## src/rtl/bws_pkg.sv

```systemverilog
package bws_pkg;
   typedef enum logic [3:0] {
      ST_IDLE = 4'd0,
      ST_S0   = 4'd1,
      ST_S1   = 4'd2,
      ST_S2   = 4'd3,
      ST_S3   = 4'd4,
      ST_S4   = 4'd5,
      ST_S5   = 4'd6,
      ST_S6   = 4'd7,
      ST_S7   = 4'd8,
      ST_WA   = 4'd9,
      ST_WB   = 4'd10
   } bws_state_e;

   typedef enum logic [1:0] {
      SZ_WORD = 2'b00,
      SZ_EVEN = 2'b01,
      SZ_ODD  = 2'b10,
      SZ_RSVD = 2'b11
   } bws_size_e;

   // {upper lane, lower lane}
   function automatic logic [1:0] lane_mask(input bws_size_e sz);
      case (sz)
         SZ_EVEN: lane_mask = 2'b10;
         SZ_ODD:  lane_mask = 2'b01;
         default: lane_mask = 2'b11;
      endcase
   endfunction

   // phases in which the address strobe is low
   function automatic logic as_phase(input bws_state_e st);
      case (st)
         ST_S2, ST_S3, ST_S4, ST_S5, ST_S6, ST_WA, ST_WB: as_phase = 1'b1;
         default: as_phase = 1'b0;
      endcase
   endfunction

   // phases in which the data strobes are low
   function automatic logic ds_phase(input bws_state_e st);
      case (st)
         ST_S4, ST_S5, ST_S6, ST_WA, ST_WB: ds_phase = 1'b1;
         default: ds_phase = 1'b0;
      endcase
   endfunction

   // phases in which the data lanes are driven
   function automatic logic oe_phase(input bws_state_e st);
      case (st)
         ST_S3, ST_S4, ST_S5, ST_S6, ST_S7, ST_WA, ST_WB: oe_phase = 1'b1;
         default: oe_phase = 1'b0;
      endcase
   endfunction
endpackage

```

## src/rtl/bws_sync.sv

```systemverilog
module bws_sync #(
   parameter int STAGES  = 2,
   parameter bit RST_VAL = 1'b1
) (
   input  logic clk,
   input  logic rst_n,
   input  logic d,
   output logic q
);
   generate
      if (STAGES < 0 || STAGES > 4) begin : g_bad_stages
         $error("bws_sync: STAGES must be in 0..4");
      end
      if (STAGES == 0) begin : g_pass
         assign q = d;
      end else begin : g_chain
         logic [STAGES-1:0] sh;
         always_ff @(posedge clk or negedge rst_n) begin
            if (!rst_n) begin
               sh <= {STAGES{RST_VAL}};
            end else begin
               sh[0] <= d;
               for (int k = 1; k < STAGES; k++) sh[k] <= sh[k-1];
            end
         end
         assign q = sh[STAGES-1];
      end
   endgenerate
endmodule

```

## src/rtl/bws_fsm.sv

```systemverilog
module bws_fsm
   import bws_pkg::*;
(
   input  logic       clk,
   input  logic       rst_n,
   input  logic       start,
   input  logic       term_ack,
   input  logic       term_err,
   input  logic       periph_req,
   output bws_state_e state,
   output logic       done,
   output logic       done_err,
   output logic       done_periph
);
   bws_state_e nxt;
   logic       term_any;
   logic       decide;
   logic       err_q;
   logic       per_q;

   assign term_any = term_ack | term_err;
   assign decide   = (state == ST_S4) || (state == ST_WB);

   always_comb begin
      case (state)
         ST_IDLE: nxt = start ? ST_S0 : ST_IDLE;
         ST_S0:   nxt = ST_S1;
         ST_S1:   nxt = ST_S2;
         ST_S2:   nxt = ST_S3;
         ST_S3:   nxt = ST_S4;
         ST_S4:   nxt = term_any ? ST_S5 : ST_WA;
         ST_WA:   nxt = ST_WB;
         ST_WB:   nxt = term_any ? ST_S5 : ST_WA;
         ST_S5:   nxt = ST_S6;
         ST_S6:   nxt = ST_S7;
         ST_S7:   nxt = ST_IDLE;
         default: nxt = ST_IDLE;
      endcase
   end

   always_ff @(posedge clk or negedge rst_n) begin
      if (!rst_n) begin
         state <= ST_IDLE;
         err_q <= 1'b0;
         per_q <= 1'b0;
      end else begin
         state <= nxt;
         if (start && state == ST_IDLE) begin
            err_q <= 1'b0;
            per_q <= 1'b0;
         end else begin
            if (decide && term_err)              err_q <= 1'b1;
            if (state == ST_S4 && periph_req)    per_q <= 1'b1;
         end
      end
   end

   assign done        = (state == ST_S7);
   assign done_err    = done & err_q;
   assign done_periph = done & per_q;

   // a wait pair always ends at the second half
   p_wait_pair_r6: assert property (@(posedge clk) disable iff (!rst_n)
      (state == ST_WA) |=> (state == ST_WB));
   // the cycle never terminates without a termination input
   p_no_term_no_exit_r6: assert property (@(posedge clk) disable iff (!rst_n)
      (decide && !term_ack && !term_err) |=> (state == ST_WA));
endmodule

```

## src/rtl/bws_drive.sv

```systemverilog
module bws_drive
   import bws_pkg::*;
#(
   parameter int ADDR_W = 23,
   parameter int DATA_W = 16,
   parameter int FC_W   = 3
) (
   input  logic              clk,
   input  logic              rst_n,
   input  logic              start,
   input  bws_state_e        state,
   input  logic [ADDR_W-1:0] req_addr,
   input  logic [DATA_W-1:0] req_data,
   input  logic [FC_W-1:0]   req_fc,
   input  logic [1:0]        req_size,
   output logic [FC_W-1:0]   fc_o,
   output logic [ADDR_W-1:0] addr_o,
   output logic              as_n,
   output logic              rw_o,
   output logic              uds_n,
   output logic              lds_n,
   output logic [DATA_W-1:0] data_o,
   output logic              data_oe_hi,
   output logic              data_oe_lo
);
   localparam int LANE_W = DATA_W / 2;

   logic [ADDR_W-1:0] cap_addr;
   logic [DATA_W-1:0] cap_data;
   logic [FC_W-1:0]   cap_fc;
   bws_size_e         cap_size;
   logic [1:0]        lanes;
   logic              rw_q;
   logic [ADDR_W-1:0] addr_q;

   always_ff @(posedge clk or negedge rst_n) begin
      if (!rst_n) begin
         cap_addr <= '0;
         cap_data <= '0;
         cap_fc   <= '0;
         cap_size <= SZ_WORD;
      end else if (start && state == ST_IDLE) begin
         cap_addr <= req_addr;
         cap_data <= req_data;
         cap_fc   <= req_fc;
         cap_size <= bws_size_e'(req_size);
      end
   end

   // address changes on the edge that enters S1
   always_ff @(posedge clk or negedge rst_n) begin
      if (!rst_n)                addr_q <= '0;
      else if (state == ST_S0)   addr_q <= cap_addr;
   end

   // direction: high entering S0, low entering S2, held otherwise
   always_ff @(posedge clk or negedge rst_n) begin
      if (!rst_n)                             rw_q <= 1'b1;
      else if (start && state == ST_IDLE)     rw_q <= 1'b1;
      else if (state == ST_S1)                rw_q <= 1'b0;
   end

   assign lanes      = lane_mask(cap_size);
   assign fc_o       = cap_fc;
   assign addr_o     = addr_q;
   assign rw_o       = rw_q;
   assign as_n       = ~as_phase(state);
   assign uds_n      = ~(ds_phase(state) & lanes[1]);
   assign lds_n      = ~(ds_phase(state) & lanes[0]);
   assign data_oe_hi = oe_phase(state) & lanes[1];
   assign data_oe_lo = oe_phase(state) & lanes[0];

   generate
      for (genvar g = 0; g < 2; g++) begin : g_lane
         assign data_o[g*LANE_W +: LANE_W] = cap_data[g*LANE_W +: LANE_W];
      end
   endgenerate

   p_upper_data_hold_r3: assert property (@(posedge clk) disable iff (!rst_n)
      data_oe_hi |=> (!data_oe_hi || $stable(data_o[DATA_W-1:LANE_W])));
   p_lower_data_hold_r3: assert property (@(posedge clk) disable iff (!rst_n)
      data_oe_lo |=> (!data_oe_lo || $stable(data_o[LANE_W-1:0])));
   p_strobe_has_lane_r4: assert property (@(posedge clk) disable iff (!rst_n)
      (!uds_n |-> data_oe_hi) and (!lds_n |-> data_oe_lo));
   p_addr_hold_r7: assert property (@(posedge clk) disable iff (!rst_n)
      !as_n |=> (as_n || $stable(addr_o)));
endmodule

```

## src/rtl/bus_write_seq.sv

```systemverilog
module bus_write_seq
   import bws_pkg::*;
#(
   parameter int ADDR_W      = 23,
   parameter int DATA_W      = 16,
   parameter int FC_W        = 3,
   parameter int SYNC_STAGES = 2
) (
   input  logic              clk,
   input  logic              rst_n,
   input  logic              req_valid,
   output logic              req_ready,
   input  logic [ADDR_W-1:0] req_addr,
   input  logic [DATA_W-1:0] req_data,
   input  logic [FC_W-1:0]   req_fc,
   input  logic [1:0]        req_size,
   output logic              done,
   output logic              done_err,
   output logic              done_periph,
   input  logic              bus_ack_n,
   input  logic              bus_err_n,
   input  logic              periph_req_n,
   output logic [FC_W-1:0]   fc_o,
   output logic [ADDR_W-1:0] addr_o,
   output logic              as_n,
   output logic              rw_o,
   output logic              uds_n,
   output logic              lds_n,
   output logic [DATA_W-1:0] data_o,
   output logic              data_oe_hi,
   output logic              data_oe_lo
);
   localparam int N_ASYNC = 3;

   generate
      if (DATA_W < 2 || (DATA_W % 2) != 0) begin : g_bad_data
         $error("bus_write_seq: DATA_W must be even and at least 2");
      end
      if (ADDR_W < 1 || FC_W < 1) begin : g_bad_addr
         $error("bus_write_seq: ADDR_W and FC_W must be positive");
      end
   endgenerate

   logic [N_ASYNC-1:0] async_n;
   logic [N_ASYNC-1:0] sync_n;
   bws_state_e         state;
   logic               start;

   assign async_n = {periph_req_n, bus_err_n, bus_ack_n};

   generate
      for (genvar i = 0; i < N_ASYNC; i++) begin : g_sync
         bws_sync #(.STAGES(SYNC_STAGES), .RST_VAL(1'b1)) u_sync (
            .clk  (clk),
            .rst_n(rst_n),
            .d    (async_n[i]),
            .q    (sync_n[i])
         );
      end
   endgenerate

   assign req_ready = (state == ST_IDLE);
   assign start     = req_valid & req_ready;

   bws_fsm u_fsm (
      .clk        (clk),
      .rst_n      (rst_n),
      .start      (start),
      .term_ack   (~sync_n[0]),
      .term_err   (~sync_n[1]),
      .periph_req (~sync_n[2]),
      .state      (state),
      .done       (done),
      .done_err   (done_err),
      .done_periph(done_periph)
   );

   bws_drive #(.ADDR_W(ADDR_W), .DATA_W(DATA_W), .FC_W(FC_W)) u_drive (
      .clk       (clk),
      .rst_n     (rst_n),
      .start     (start),
      .state     (state),
      .req_addr  (req_addr),
      .req_data  (req_data),
      .req_fc    (req_fc),
      .req_size  (req_size),
      .fc_o      (fc_o),
      .addr_o    (addr_o),
      .as_n      (as_n),
      .rw_o      (rw_o),
      .uds_n     (uds_n),
      .lds_n     (lds_n),
      .data_o    (data_o),
      .data_oe_hi(data_oe_hi),
      .data_oe_lo(data_oe_lo)
   );

   p_as_means_write_r3: assert property (@(posedge clk) disable iff (!rst_n)
      !as_n |-> !rw_o);
   p_strobe_inside_as_r3: assert property (@(posedge clk) disable iff (!rst_n)
      (!uds_n || !lds_n) |-> !as_n);
   p_done_single_r5: assert property (@(posedge clk) disable iff (!rst_n)
      done |=> !done);
   p_done_released_r7: assert property (@(posedge clk) disable iff (!rst_n)
      done |-> (as_n && uds_n && lds_n));
   p_ready_bus_quiet_r2: assert property (@(posedge clk) disable iff (!rst_n)
      req_ready |-> (as_n && !data_oe_hi && !data_oe_lo));
   p_flags_with_done_r8: assert property (@(posedge clk) disable iff (!rst_n)
      (done_err || done_periph) |-> done);
endmodule

```

## config.mk

```make
export PLATFORM = sky130hd
export DESIGN_NAME = bus_write_seq
export DESIGN_NICKNAME = d
export VERILOG_FILES = /design/src/rtl/bws_pkg.sv /design/src/rtl/bws_sync.sv /design/src/rtl/bws_fsm.sv /design/src/rtl/bws_drive.sv /design/src/rtl/bus_write_seq.sv
export SDC_FILE = /design/constraint.sdc
export NUM_CORES = 1
export LEC_CHECK = 0
export ABC_AREA = 1
export BUFFER_PORTS_ARGS = -buffer_cell sky130_fd_sc_hd__buf_2
export CORE_MARGIN = 3
export CORE_UTILIZATION = 50
export DETAILED_ROUTE_END_ITERATION = 8
export PLACE_DENSITY = 0.88
export SETUP_SLACK_MARGIN = 0.2
export SLEW_MARGIN = 20
export SYNTH_ARGS = -nofsm -noshare
export SYNTH_HDL_FRONTEND = slang
export SYNTH_SLANG_ARGS = --single-unit
```

## constraint.sdc

```tcl
create_clock -name clk -period 1.63 [get_ports clk]
set_input_delay 0.163 -clock clk [delete_from_list [all_inputs] [get_ports clk]]
set_output_delay 0.163 -clock clk [all_outputs]
set_load 0.05 [all_outputs]
```

# ---- After elaboration in Yosys (flattened, before gate mapping)
# Cells that the tools add are included.
# Widths: inputs -> output; s select.
dict set report word_totals {
  wordCells 63
  out_inout_bits 52
  ff_bits 80
}
dict set report op_classes {
  n_bitwise 14
  n_reduce_logical 12
  eq_ne 12
  n_mux 13
}
# cell n
set op_table {}
lappend op_table {{$pmux 4 s9} 1}
lappend op_table {{$eq 4x3->1 const B} 4}
lappend op_table {{$reduce_or 7->1} 2}
lappend op_table {{$eq 4x4->1 const B} 3}
lappend op_table {{$mux 1} 10}
lappend op_table {{$eq 4x2->1 const B} 2}
lappend op_table {{$and 1x1->1} 7}
lappend op_table {{$not 1->1} 6}
lappend op_table {{$reduce_bool 2->1} 3}
lappend op_table {{$reduce_or 5->1} 1}
lappend op_table {{$eq 4x1->1 const B} 1}
lappend op_table {{$logic_not 4->1} 1}
lappend op_table {{$mux 4} 1}
lappend op_table {{$pmux 2 s2} 1}
lappend op_table {{$logic_and 1x1->1} 3}
lappend op_table {{$eq 2x1->1 const B} 1}
lappend op_table {{$eq 2x2->1 const B} 1}
lappend op_table {{$reduce_or 2->1} 1}
lappend op_table {{$logic_or 1x1->1} 1}
lappend op_table {{$or 1x1->1} 1}

# ---- Depth between registers and ports, before layout
# Gate-level depths: netlist (run 1).
dict set report depth {
  ltp_word 5
  mapped_depth 9
  mapped_depth_nobuf 8
}

# ---- Hierarchy
# From an unflattened synthesis (run 1), not the netlist that was laid out.
dict set report hier_totals {
  hier_cells 385
  area_unflattened_um2 3400.8
}
# module area_each_um2 n_inst cells_each
set by_module_without_submodules {}
lappend by_module_without_submodules {bws_drive 2871.5 1 324}
lappend by_module_without_submodules {bws_fsm 335.3 1 46}
lappend by_module_without_submodules {bws_sync 52.6 3 2}
lappend by_module_without_submodules {bus_write_seq 36.3 1 9}

# ---- Least setup slack after synthesis (run 1)
# No wires, ideal clock.
dict set report synth_path {
  path_kind {reg2out}
  startpoint {register u_fsm.state[3]}
  endpoint {output done_err}
  n_path_buf 0
  arrival_time_ns 2.082
  path_stages_with_launch 7
  setup_slack_ns -0.615
  path_cell_list {dfrtp_1 -> inv_2 -> nor2_2 -> inv_2 -> nor2_1 -> inv_2 -> nor2_1}
}
dict set report synth_between {
  elab_chain_cells 2
}
# item line
set synth_lines {}
lappend synth_lines {{from (decl)} bws_fsm.sv:10} ;# output bws_state_e state,
lappend synth_lines {{from (signal assigned)} bws_fsm.sv:47} ;# state <= nxt;
lappend synth_lines {{$eq 4x4->1} bws_fsm.sv:58} ;# assign done = (state == ST_S7);
lappend synth_lines {{via done} bus_write_seq.sv:17} ;# output logic done,
lappend synth_lines {{$and 1x1->1} bws_fsm.sv:59} ;# assign done_err = done & err_q;
lappend synth_lines {{to (decl)} bus_write_seq.sv:18} ;# output logic done_err,
# The timed path passes the listed nets, and every way through them passes these cells.

# ---- Worst setup path in the final report (run 1)
dict set report layout_path {
  startpoint {register u_fsm.state[3]}
  endpoint {output lds_n}
}
dict set report layout_between {
  elab_chain_cells 5
  elab_cells_between_ends 9
  classes_between {eq/ne: 5; mux: 1; bitwise: 2; reduce/logical: 1}
}
# item line
set layout_lines {}
lappend layout_lines {{$eq 4x3->1 or $eq 4x4->1 (tied branches)} bws_pkg.sv:42} ;# case (st)
lappend layout_lines {{$reduce_or 5->1 (*)} bws_pkg.sv:42}
lappend layout_lines {{$mux 1 (*)} bws_pkg.sv:42}
lappend layout_lines {{$and 1x1->1 (*)} bws_drive.sv:69} ;# assign lds_n = ~(ds_phase(state) & lanes[0]);
lappend layout_lines {{$not 1->1 (*)} bws_drive.sv:69}
lappend layout_lines {{to (decl)} bus_write_seq.sv:28} ;# output logic lds_n,
# Every way passes the cells marked *; elsewhere a longest branch is shown, timed or not.

==> results of run 1 <==
-- metal layers --
layer / wire length [µm] / up-vias / global-route usage
li1: - / 1364 / -
met1: 3896 / 1453 / 0.3204
met3: 829 / 43 / 0.05146
met5: 0 / - / 0
met2: 5101 / 204 / 0.3870
met4: 374 / 0 / 0.08201
-- cells in the mapped netlist --
cell / n / area share
nand2_1: 177 / 0.21
dfrtp_1: 73 / 0.58
nand3_1: 23 / 0.036
inv_1: 14 / 0.017
inv_2: 8 / 0.0095
a21oi_1: 7 / 0.011
buf_2: 7 / 0.011
dfstp_2: 7 / 0.058
o21ai_1: 7 / 0.011
nor2_1: 6 / 0.0071
buf_4: 5 / 0.012
o21ai_0: 5 / 0.0079
nor2_2: 4 / 0.0079
clkbuf_1: 3 / 0.0036
nand2_2: 3 / 0.0060
nor3_1: 2 / 0.0032
nor2_4: 1 / 0.0036
o211ai_1: 1 / 0.0024
o21a_1: 1 / 0.0024
-- flip-flops by register name, indices dropped and copies added (netlist names) --
signal                    cells
u_drive.data_o               16
u_fsm.per_q                   1
u_drive.cap_size              2
u_drive.fc_o                  3
g_sync.u_sync.g_chain.sh      6
u_drive.addr_o               23
u_fsm.err_q                   1
u_drive.cap_addr             23
u_drive.rw_o                  1
u_fsm.state                   4
-- critical path, stage by stage, from the launching register on --
cell	delay [ns]
dfrtp_2	0.46
inv_2	0.08
nor2_4	0.18
a21oi_4	0.10
a21oi_4	0.18
nand2_4	0.08
buf_6	0.15
-- where the power goes --
| part | leakage [nW] | switching, mW | total [mW] | internal, mW |
|---|---|---|---|---|
| clock network | 0.107 | 0.730 | 1.53 | 0.799 |
| registers | 0.993 | 0.732 | 3.57 | 2.84 |
| logic | 1.56 | 4.51 | 6.87 | 2.36 |
-- area by class of cell --
type	count	area, µm²
clock inverters	4	52.55
well taps	75	93.84
flip-flops and latches	80	2014
clock buffers	12	155.1
inverters	22	90.09
repair buffers	139	1157
multi-input cells	237	1466
fillers	322	996.0
-- cell families (layout without fill, tap and decap cells) --
group,Yosys count,in the layout,synth area share
AO/OA/AOI/OAI,21,21,0.03491
flip-flops,80,80,0.6374
AND/OR/NAND/NOR,216,216,0.2749
buffers and inverters,37,177,0.05276
-- final timing paths --
kind	endpoint	cells after the start
max reg2reg	u_fsm.per_q	9
min	u_drive.data_o[8]	3
max in group asynchronous	g_sync[0].u_sync.g_chain.sh[0]	3
max	lds_n	6
min reg2reg	g_sync[0].u_sync.g_chain.sh[1]	0
min in group asynchronous	u_drive.cap_size[1]	2
-- repair_timing --
action / 4_1_cts / 5_1_grt
setup endpoints to repair: 15 / 59
gates resized for setup: 43 / 114
hold endpoints to repair: 63 / 0
setup buffers: 7 / 6
hold buffers: 4 / 0
gates cloned: 2 / 10
pin swaps: 2 / 17
-- through the flow --
stage | instances | instance area, µm² | util | power, mW | hold slack (ns)
global placement | 524 | 3852 | 0.6393 | 8.004 | 0.04800
global route | 569 | 5030 | 0.8347 | 12.56 | 0.01006
CTS | 553 | 4382 | 0.7272 | 10.37 | 0.001176
finish | 569 | 5030 | 0.8347 | 11.97 | 0.01404
floorplan | 354 | 3229 | - | 6.993 | -0.1326
detailed placement | 524 | 3852 | 0.6393 | 8.176 | 0.05067
==> Implementation_results.wiki, run 1 <==
{| class="wikitable"
! Metric !! Value
|-
| Run status || complete, but fails checks
|-
| Failing checks || negative setup slack
|-
| Post-layout minimum cycle time || roughly 1.7 ns
|-
| Unrepaired setup endpoints after global routing || yes
|-
| Class of the worst hold path || primary input to flip-flop
|-
| Hold Path Origin || req_data[8]
|-
| Setup_tns || -0.5768 ns
|-
| Share of final-layout standard cells stronger than drive strength 1 || 0.5364
|-
| Placement-stage worst setup slack || 0.1520 ns
|-
| Routed len/inst || between 15 and 20 µm
|-
| Placer Congestion || 0.8328
|-
| Clock Root Buffer || clkbuf_8
|-
| Normalized max-slew margin || 0.7800
|-
| Layout Skew || 0.01063 ns
|-
| Horizontal die dimension || 85.43 µm
|-
| Number of sinks on the clock net || 80
|-
| Global route overflow || 0
|-
| Post-synthesis sequential element count || 80
|-
| Insertion delay of the later-clocked pin in the worst-skew pair || between 0.3 and 0.4 ns
|-
| Max_cap viols || 0
|-
| Final Max Slew Viols || 0
|-
| Initial Util || 0.5235
|-
| Per-instance average area after synthesis || 8.910 µm²
|-
| Worst setup path startpoint || u_fsm.state[3]
|-
| Vias per Instance || around 5.4
|-
| Most common cell after layout, fill and taps aside || nand2_1
|-
| Maximum vdd drop || 0.001486 V
|-
| Leakage Power || between 2 and 3 nW
|-
| Top fanout value on the critical path || 4
|-
| Synthesized Nets || about 400
|-
| Count of final hold-check violations || 0
|-
| Diodes inserted || 0
|-
| Total half-perimeter wirelength after legalization and detailed placement || 4908 µm
|-
| Level count of the clock H-tree || 3
|-
| Area grow syn2layout || 59.46%
|-
| Num CTS Buffers || 9
|-
| DRC marker count from the first detailed-route iteration || 329
|-
| Clock tree from TritonCTS || built
|-
| Number of core rows || 28
|-
| Critical Path Sink Type || output pin
|-
| Nets || about 540
|-
| Floorplan die area || 7297 µm²
|-
| Wire length after detailed routing || 10,200 µm
|-
| Pre-antenna DRT Iters || 4
|-
| Count of final setup violators || 8
|-
| Gate count of the mapped netlist || 354
|-
| Netlist cell types || 19
|-
| Share of synthesized area occupied by flip-flops and latches || 0.6374
|-
| WS Path Type || flip-flop to output pin
|-
| Most used cells in the layout excluding fill and tap cells || 105 x nand2_1, 91 x buf_2, 70 x dfrtp_1
|-
| GR Util All Layers || 0.2388
|-
| Crit path DAT || around 1.6 ns
|-
| Placeable core region || 6026 µm²
|-
| Number of remaining DRC errors || 0
|-
| Power per cell area || 2380 nW/µm²
|-
| Wire length of the first global-routing pass || 13,450 µm
|-
| Worst r2r src || u_fsm.state[1]
|-
| Worst-margin pin slew || roughly 0.33 ns
|-
| Required time reported for the critical path endpoint || roughly 1.5 ns
|-
| Port Buf Inserts || 101
|-
| Post-Syn Area || 3154 µm²
|-
| Maximum root-to-sink buffer count || 2
|-
| Pin count of the biggest net entering global routing || between 40 and 50
|-
| Achievable clock frequency || approximately 570 MHz
|-
| Number of global-route vias before repair || 2,756
|-
| Total via count in the routed design || between 3,000 and 4,000
|-
| Synthesis Warnings || 0
|-
| CTS clock-pin slew for the worst setup and hold paths || 0.08 ns
|-
| Final WS setup || -0.1183 ns
|-
| DRT antenna net count || 0
|-
| Startpoint type of the worst setup path || flip-flop
|-
| Reg-to-reg slack, setup || 0.02 ns
|-
| Portion of the clock cycle consumed by the worst path in the final layout || 1.073
|-
| Height of the die || 85.43 µm
|-
| I/O pin count || 102
|-
| Number of antenna violations at the first check in global routing || 0
|}
No activity file was read; power rests on OpenSTA's default activity.
==> run 2: changes to the inputs <==
CORE_UTILIZATION = 52   (was 50)
CTS_BUF_LIST = sky130_fd_sc_hd__clkbuf_8   (was not set)
GPL_ROUTABILITY_DRIVEN = 0   (was not set)
PLACE_DENSITY = 0.91   (was 0.88)
REMOVE_ABC_BUFFERS = 1   (was not set)
==> run 2 against run 1 <==
  * The run still ends with negative setup slack left
  * Non-clock buffer count is 2 higher
  * First-iteration DRC count is 24% lower
  * Total power is 3.7% lower
  * Count of clock-buffer cells in the layout is 1 lower
  * Die area is 3.6% lower
  * Final cell count is 0.18% lower
  * Worst setup slack better by 0.059 ns
  * Clock power is 5% higher
  * Register-to-register slack better by 0.03 ns
  * Highest routed layer unchanged
==> Implementation_results.wiki, run 2 (synthesis results as in run 1) <==
{| class="wikitable"
! Metric !! Value
|-
| Internal power || 5.857 mW (was 5.998 mW)
|-
| Sequential cell area in the final layout || 2016 µm² (was 2014 µm²)
|-
| Number of core rows || 27 (was 28)
|-
| Crit path DAT || 1.53 ns (was 1.59 ns)
|-
| Critical Path Sink Type || output pin (unchanged)
|-
| Cell family contributing the most delay on the critical path || flip-flops (unchanged)
|-
| Switch share || 0.4919 (was 0.4988)
|-
| Level count of the clock H-tree || 3 (unchanged)
|-
| Slowest cell on the critical path || dfrtp_2 (unchanged)
|-
| Reg-to-reg slack, setup || 0.05 ns (was 0.02 ns)
|-
| Most used cells in the layout excluding fill and tap cells || 123 x nand2_1, 92 x buf_2, 69 x dfrtp_1 (was 105 x nand2_1, 91 x buf_2, 70 x dfrtp_1)
|-
| Diodes inserted || 0 (unchanged)
|-
| Horizontal die dimension || 83.89 µm (was 85.43 µm)
|-
| Num CTS Buffers || 9 (unchanged)
|-
| Number of sinks on the clock net || 80 (unchanged)
|-
| Height of the die || 83.89 µm (was 85.43 µm)
|-
| Floorplan die area || 7037 µm² (was 7297 µm²)
|-
| WS Path Type || flip-flop to output pin (unchanged)
|-
| Pin count of the biggest net entering global routing || 40 (was 45)
|-
| CTS clock-pin slew for the worst setup and hold paths || 0.08 ns (about the same)
|-
| Number of global-route vias before repair || 2,813 (was 2,756)
|-
| Cells along the critical path || nor2_4 -> inv_2 -> nor2_4 -> inv_2 -> nor2_2 -> buf_6 (was inv_2 -> nor2_4 -> a21oi_4 -> a21oi_4 -> nand2_4 -> buf_6)
|-
| Class of the worst hold path || primary input to flip-flop (unchanged)
|-
| Leakage Power || 2.696 nW (was 2.657 nW)
|-
| Final standard cell area without fillers || 4812 µm² (was 5030 µm²)
|-
| Final Max Slew Viols || 0 (unchanged)
|-
| Wire length after detailed routing || 10,110 µm (was 10,200 µm)
|-
| Combined area of the multi-input logic cells || 1341 µm² (was 1466 µm²)
|-
| Logic depth of the worst register-to-register path || 7 (was 9)
|-
| Max_cap viols || 0 (unchanged)
|-
| Share of power burned in registers || 0.294 (was 0.298)
|-
| Layout Skew || 0.01106 ns (was 0.01063 ns)
|-
| Nets || 541 (was 539)
|-
| Vias per Instance || 5.335 (was 5.385)
|-
| Placeable core region || 5675 µm² (was 6026 µm²)
|-
| Area grow syn2layout || 52.56% (was 59.46%)
|-
| Power per cell area || 2395 nW/µm² (was 2380 nW/µm²)
|-
| Total half-perimeter wirelength after legalization and detailed placement || 5251 µm (was 4908 µm)
|-
| Most common cell after layout, fill and taps aside || nand2_1 (unchanged)
|-
| Maximum single-stage delay on the critical path || 0.48 ns (was 0.46 ns)
|-
| Port Buf Inserts || 101 (unchanged)
|-
| Portion of the clock cycle consumed by the worst path in the final layout || 1.036 (was 1.073)
|-
| Run status || complete, but fails checks (unchanged)
|-
| Achievable clock frequency || 591.9 MHz (was 572.0 MHz)
|-
| I/O pin count || 102 (unchanged)
|-
| Count of final setup violators || 6 (was 8)
|-
| Worst-margin pin slew || 0.5184 ns (was 0.3265 ns)
|-
| Placement-stage worst setup slack || 0.1721 ns (was 0.1520 ns)
|-
| Crit. path cell count || 6 (unchanged)
|-
| DRT antenna net count || 0 (unchanged)
|-
| Clock tree from TritonCTS || built (unchanged)
|-
| Placement Cell Area || 3784 µm² (was 3852 µm²)
|-
| Setup_tns || -0.1899 ns (was -0.5768 ns)
|-
| Initial Util || 0.5558 (was 0.5235)
|-
| Number of antenna violations at the first check in global routing || 0 (unchanged)
|-
| Share of final-layout standard cells stronger than drive strength 1 || 0.5040 (was 0.5364)
|-
| Startpoint type of the worst setup path || flip-flop (unchanged)
|-
| Maximum root-to-sink buffer count || 2 (unchanged)
|-
| Count of fill cells added during filler insertion || 315 (was 322)
|-
| Required time reported for the critical path endpoint || 1.47 ns (about the same)
|-
| Normalized max-slew margin || 0.6544 (was 0.7800)
|-
| Total via count in the routed design || 3,030 (was 3,064)
|-
| Critical path buffers and inverters || 3 (was 2)
|-
| GR Util All Layers || 0.2361 (was 0.2388)
|-
| Relative contribution of combinational cells to total power || 0.566 (was 0.574)
|-
| Final-layout worst hold slack || 0.01531 ns (was 0.01404 ns)
|-
| Insertion delay of the later-clocked pin in the worst-skew pair || 0.34 ns (was 0.35 ns)
|-
| DRC marker count from the first detailed-route iteration || 249 (was 329)
|-
| Clock Root Buffer || clkbuf_8 (unchanged)
|-
| Post-layout minimum cycle time || 1.689 ns (was 1.748 ns)
|-
| Power share of the clock group || 0.140 (was 0.128)
|-
| Number of remaining DRC errors || 0 (unchanged)
|-
| Pre-antenna DRT Iters || 5 (was 4)
|-
| P_sw || 5.670 mW (was 5.971 mW)
|-
| Routed len/inst || 17.80 µm (was 17.93 µm)
|-
| Final WS setup || -0.05946 ns (was -0.1183 ns)
|-
| Maximum vdd drop || 0.001691 V (was 0.001486 V)
|-
| Wire length of the first global-routing pass || 13,210 µm (was 13,450 µm)
|-
| Global route overflow || 0 (unchanged)
|-
| Failing checks || negative setup slack (unchanged)
|-
| Count of final hold-check violations || 0 (unchanged)
|-
| Worst Hold Path Cells || 3 (unchanged)
|-
| Top fanout value on the critical path || 4 (unchanged)
|-
| Unrepaired setup endpoints after global routing || yes (unchanged)
|}
[run 2: cell types whose count changed in the layout (fill, tap and decap cells not counted), sizes merged]
cell,previous run,this run
bufinv,1,2
clkbuf,21,14
buf,126,134
[run 2: final cells by class]
class,instances,share of cell area
multi-input combinational,237,0.2787
tap,72,0.01872
clock inverter,5,0.01508
sequential,80,0.4189
inverter,22,0.02028
clock buffer,11,0.03146
timing repair buffer,141,0.2168
[run 2: per-stage QoR]
stage          power, mW  utilization  std cells
6_report           11.53       0.8479        568
5_1_grt            12.10       0.8479        568
4_1_cts            10.15       0.7445        551
3_5_place_dp       8.112       0.6667        524
3_3_place_gp       7.885       0.6667        524
2_1_floorplan      6.670            -        339
[run 2: repair_timing]
item	4_1_cts	5_1_grt
setup buffers	7	11
hold endpoints to repair	33	0
hold buffers	4	0
setup endpoints to repair	31	75
gates cloned	0	6
resized for setup	39	115
pin swaps	3	42
[run 2: final timing paths]
path,from,endpoint
worst max register to register,u_fsm.state[2],u_drive.cap_size[0]
worst min register to register,g_sync[0].u_sync.g_chain.sh[0],g_sync[0].u_sync.g_chain.sh[1]
worst min-delay path,req_addr[19],u_drive.cap_addr[19]
max in group asynchronous,rst_n,u_drive.cap_addr[14]
worst max-delay path,u_fsm.state[2],done_err
min in group asynchronous,rst_n,u_drive.addr_o[11]
[run 2: per-layer routing]
| layer | wire length (µm) | global-route usage | part of all wire |
|---|---|---|---|
| met2 | 5068 | 0.3926 | 0.50 |
| met5 | 0 | 0 | 0 |
| met3 | 739 | 0.04837 | 0.073 |
| met4 | 445 | 0.1082 | 0.044 |
| met1 | 3857 | 0.2968 | 0.38 |
[run 2: power groups by stage]
stage	Sequential (mW)	Clock [mW]	Combinational [mW]
final	3.39	1.61	6.52
after global routing	3.48	1.73	6.90
after CTS	3.33	1.61	5.21
after detailed placement	3.31	0	4.81
after global placement	3.28	0	4.60
after floorplan	4.81	0	1.86
[run 2: worst min-delay path, cell delays in order]
cell and delay, ns:
buf_2 0.08, nand2_2 0.04, nand2_1 0.04
==> run 3: changes to the inputs <==
REMOVE_ABC_BUFFERS = not set   (was 1)
==> run 3 against run 2 <==
  * The run still ends with negative setup slack left
  * Critical endpoint is now lds_n
  * Total power fell by 7.7%
  * Count of clock-buffer cells in the layout shrank 2
  * Global-route usage shrank 1.6 points
  * Routed wire length decreased by 13%
  * Flip-flop and latch count is the same
  * Non-clock buffer count down 7
  * Core utilization down 2.5 points
  * Sequential share of layout area is 1.3 points higher
  * Worst setup slack worse by 0.035 ns
  * Via count is 6.6% lower
==> Implementation_results.wiki, run 3 (synthesis results as in run 1) <==
{| class="wikitable"
! Metric !! Value
|-
| Run status || complete, but fails checks (unchanged)
|-
| Failing checks || negative setup slack (unchanged)
|-
| Maximum vdd drop || 0.001327 V (was 0.001691 V)
|-
| WS Path Type || flip-flop to output pin (unchanged)
|-
| Clock tree from TritonCTS || built (unchanged)
|-
| Pre-antenna DRT Iters || 4 (was 5)
|-
| I/O pin count || 102 (unchanged)
|-
| Class of the worst hold path || primary input to flip-flop (unchanged)
|-
| Unrepaired setup endpoints after global routing || yes (unchanged)
|-
| Maximum single-stage delay on the critical path || 0.46 ns (was 0.48 ns)
|-
| Logic depth of the worst register-to-register path || 9 (was 7)
|-
| Switch share || 0.5031 (was 0.4919)
|-
| Top fanout value on the critical path || 5 (was 4)
|-
| Num CTS Buffers || 9 (unchanged)
|-
| Endpoint of the most critical register-to-register path || u_drive.data_o[14] (was u_drive.cap_size[0])
|-
| Insertion delay of the later-clocked pin in the worst-skew pair || 0.35 ns (was 0.34 ns)
|-
| Share of power burned in registers || 0.315 (was 0.294)
|-
| Number of remaining DRC errors || 0 (unchanged)
|-
| Worst r2r src || u_fsm.state[0] (was u_fsm.state[2])
|-
| Crit-path most repeated cell || a21oi_4
|-
| Startpoint type of the worst setup path || flip-flop (unchanged)
|-
| Achievable clock frequency || 580.0 MHz (was 591.9 MHz)
|-
| Cell family contributing the most delay on the critical path || flip-flops (unchanged)
|-
| Count of fill cells added during filler insertion || 329 (was 315)
|-
| Pin count of the biggest net entering global routing || 42 (was 40)
|-
| CTS clock-pin slew for the worst setup and hold paths || 0.08 ns (about the same)
|-
| Post-layout minimum cycle time || 1.724 ns (was 1.689 ns)
|-
| Wire length of the first global-routing pass || 12,250 µm (was 13,210 µm)
|-
| Power share of the clock group || 0.134 (was 0.140)
|-
| Max_cap viols || 0 (unchanged)
|-
| GR Util All Layers || 0.2203 (was 0.2361)
|-
| Final Max Slew Viols || 0 (unchanged)
|-
| Horizontal die dimension || 83.89 µm (unchanged)
|-
| Placement-stage worst setup slack || 0.1568 ns (was 0.1721 ns)
|-
| Critical Path Sink Type || output pin (unchanged)
|-
| Setup_tns || -0.4574 ns (was -0.1899 ns)
|-
| Global route overflow || 0 (unchanged)
|-
| Required time reported for the critical path endpoint || 1.47 ns (about the same)
|-
| Worst-margin pin slew || 0.3324 ns (was 0.5184 ns)
|-
| Floorplan die area || 7037 µm² (unchanged)
|-
| Cells along the critical path || nand2_1 -> a21oi_4 -> a21oi_4 -> nand2_4 -> buf_6 (was nor2_4 -> inv_2 -> nor2_4 -> inv_2 -> nor2_2 -> buf_6)
|-
| Initial Util || 0.5558 (unchanged)
|-
| DRT antenna net count || 0 (unchanged)
|-
| Count of final hold-check violations || 0 (unchanged)
|-
| Nets || 534 (was 541)
|-
| Power per cell area || 2280 nW/µm² (was 2395 nW/µm²)
|-
| Layout Skew || 0.01340 ns (was 0.01106 ns)
|-
| DRC marker count from the first detailed-route iteration || 218 (was 249)
|-
| Leakage Power || 2.611 nW (was 2.696 nW)
|-
| Normalized max-slew margin || 0.7761 (was 0.6544)
|-
| Vias per Instance || 5.046 (was 5.335)
|-
| Combined area of the multi-input logic cells || 1299 µm² (was 1341 µm²)
|-
| Most used cells in the layout excluding fill and tap cells || 128 x nand2_1, 92 x buf_2, 70 x dfrtp_1 (was 123 x nand2_1, 92 x buf_2, 69 x dfrtp_1)
|-
| Diodes inserted || 0 (unchanged)
|-
| Number of sinks on the clock net || 80 (unchanged)
|-
| Clock Root Buffer || clkbuf_8 (unchanged)
|-
| Port Buf Inserts || 101 (unchanged)
|-
| Most common cell after layout, fill and taps aside || nand2_1 (unchanged)
|-
| Total half-perimeter wirelength after legalization and detailed placement || 4843 µm (was 5251 µm)
|-
| Share of final-layout standard cells stronger than drive strength 1 || 0.4479 (was 0.5040)
|-
| Routed len/inst || 15.63 µm (was 17.80 µm)
|-
| Endpoint, Worst Hold || u_drive.data_o[0] (was u_drive.cap_addr[19])
|-
| Worst Hold Path Cells || 3 (unchanged)
|-
| Area grow syn2layout || 48.00% (was 52.56%)
|-
| Sequential cell area in the final layout || 2014 µm² (was 2016 µm²)
|-
| Total via count in the routed design || 2,831 (was 3,030)
|-
| Hold Path Origin || req_data[0] (was req_addr[19])
|-
| Total power of the final layout || 10.64 mW (was 11.53 mW)
|-
| Placeable core region || 5675 µm² (unchanged)
|-
| Count of final setup violators || 8 (was 6)
|-
| Portion of the clock cycle consumed by the worst path in the final layout || 1.058 (was 1.036)
|-
| Number of core rows || 27 (unchanged)
|-
| Internal power || 5.288 mW (was 5.857 mW)
|-
| Final WS setup || -0.09408 ns (was -0.05946 ns)
|-
| Crit path DAT || 1.56 ns (was 1.53 ns)
|-
| Critical path buffers and inverters || 1 (was 3)
|-
| Level count of the clock H-tree || 3 (unchanged)
|-
| P_sw || 5.355 mW (was 5.670 mW)
|-
| Number of global-route vias before repair || 2,674 (was 2,813)
|-
| Height of the die || 83.89 µm (unchanged)
|-
| Reg-to-reg slack, setup || 0.15 ns (was 0.05 ns)
|-
| Wire length after detailed routing || 8771 µm (was 10,110 µm)
|-
| Relative contribution of combinational cells to total power || 0.552 (was 0.566)
|-
| Number of antenna violations at the first check in global routing || 0 (unchanged)
|-
| Slowest cell on the critical path || dfrtp_2 (unchanged)
|-
| Maximum root-to-sink buffer count || 2 (unchanged)
|}
-- run 3: timing repair --
action | 4_1_cts | 5_1_grt
pin swaps | 3 | 45
hold buffers | 8 | 6
cloned | 0 | 5
gates resized for setup | 29 | 69
hold endpoints to repair | 29 | 6
setup endpoints to repair | 43 | 30
buffers inserted | 2 | 2
-- run 3: tightest hold or removal path, stage by stage --
cell and delay, ns:
buf_2 0.08, nand2_2 0.04, nand2_1 0.04
-- run 3: through the flow --
step                      utilization  hold WS [ns]  instances  instance area (µm²)
final                          0.8225       0.01892        561                 4668
after floorplan                     -       -0.1326        354                 3229
after global placement         0.6795       0.07373        522                 3856
after CTS                      0.7482      0.002027        548                 4247
after global routing           0.8225     -0.006874        561                 4668
after detailed placement       0.6795       0.07749        522                 3856
-- run 3: area by class of cell --
class	count	share of cell area
clock buffers	9	0.02653
clock inverters	7	0.01555
inverters	22	0.01876
multi-input cells	237	0.2782
flip-flops and latches	80	0.4315
well taps	72	0.01930
repair buffers	134	0.2101
-- run 3: worst max path at each step --
stage                         from         end  slack (ns)  cells after the start
floorplan           u_fsm.state[1]    done_err      -0.003                      5
global placement    u_fsm.state[2]  data_oe_hi        0.19                      5
detailed placement  u_fsm.state[2]  data_oe_hi        0.16                      5
CTS                 u_fsm.state[3]    done_err       -0.06                      7
global route        u_fsm.state[3]    done_err       -0.18                      7
finish              u_fsm.state[1]       lds_n       -0.09                      5
-- run 3: layer usage --
| metal | vias to the layer above | part of all wire | track usage |
|---|---|---|---|
| met2 | 105 | 0.52 | 0.3861 |
| met1 | 1361 | 0.40 | 0.2554 |
| met5 | - | 0 | 0 |
| met3 | 14 | 0.068 | 0.07009 |
| met4 | 0 | 0.013 | 0.07164 |
| li1 | 1351 | - | - |
-- run 3: power groups by stage --
stage	Combinational, mW	Sequential (mW)	Clock (mW)
final	5.87	3.35	1.42
after global routing	6.24	3.44	1.57
after CTS	5.19	3.31	1.45
after detailed placement	4.90	3.31	0
after global placement	4.73	3.28	0
after floorplan	2.16	4.83	0
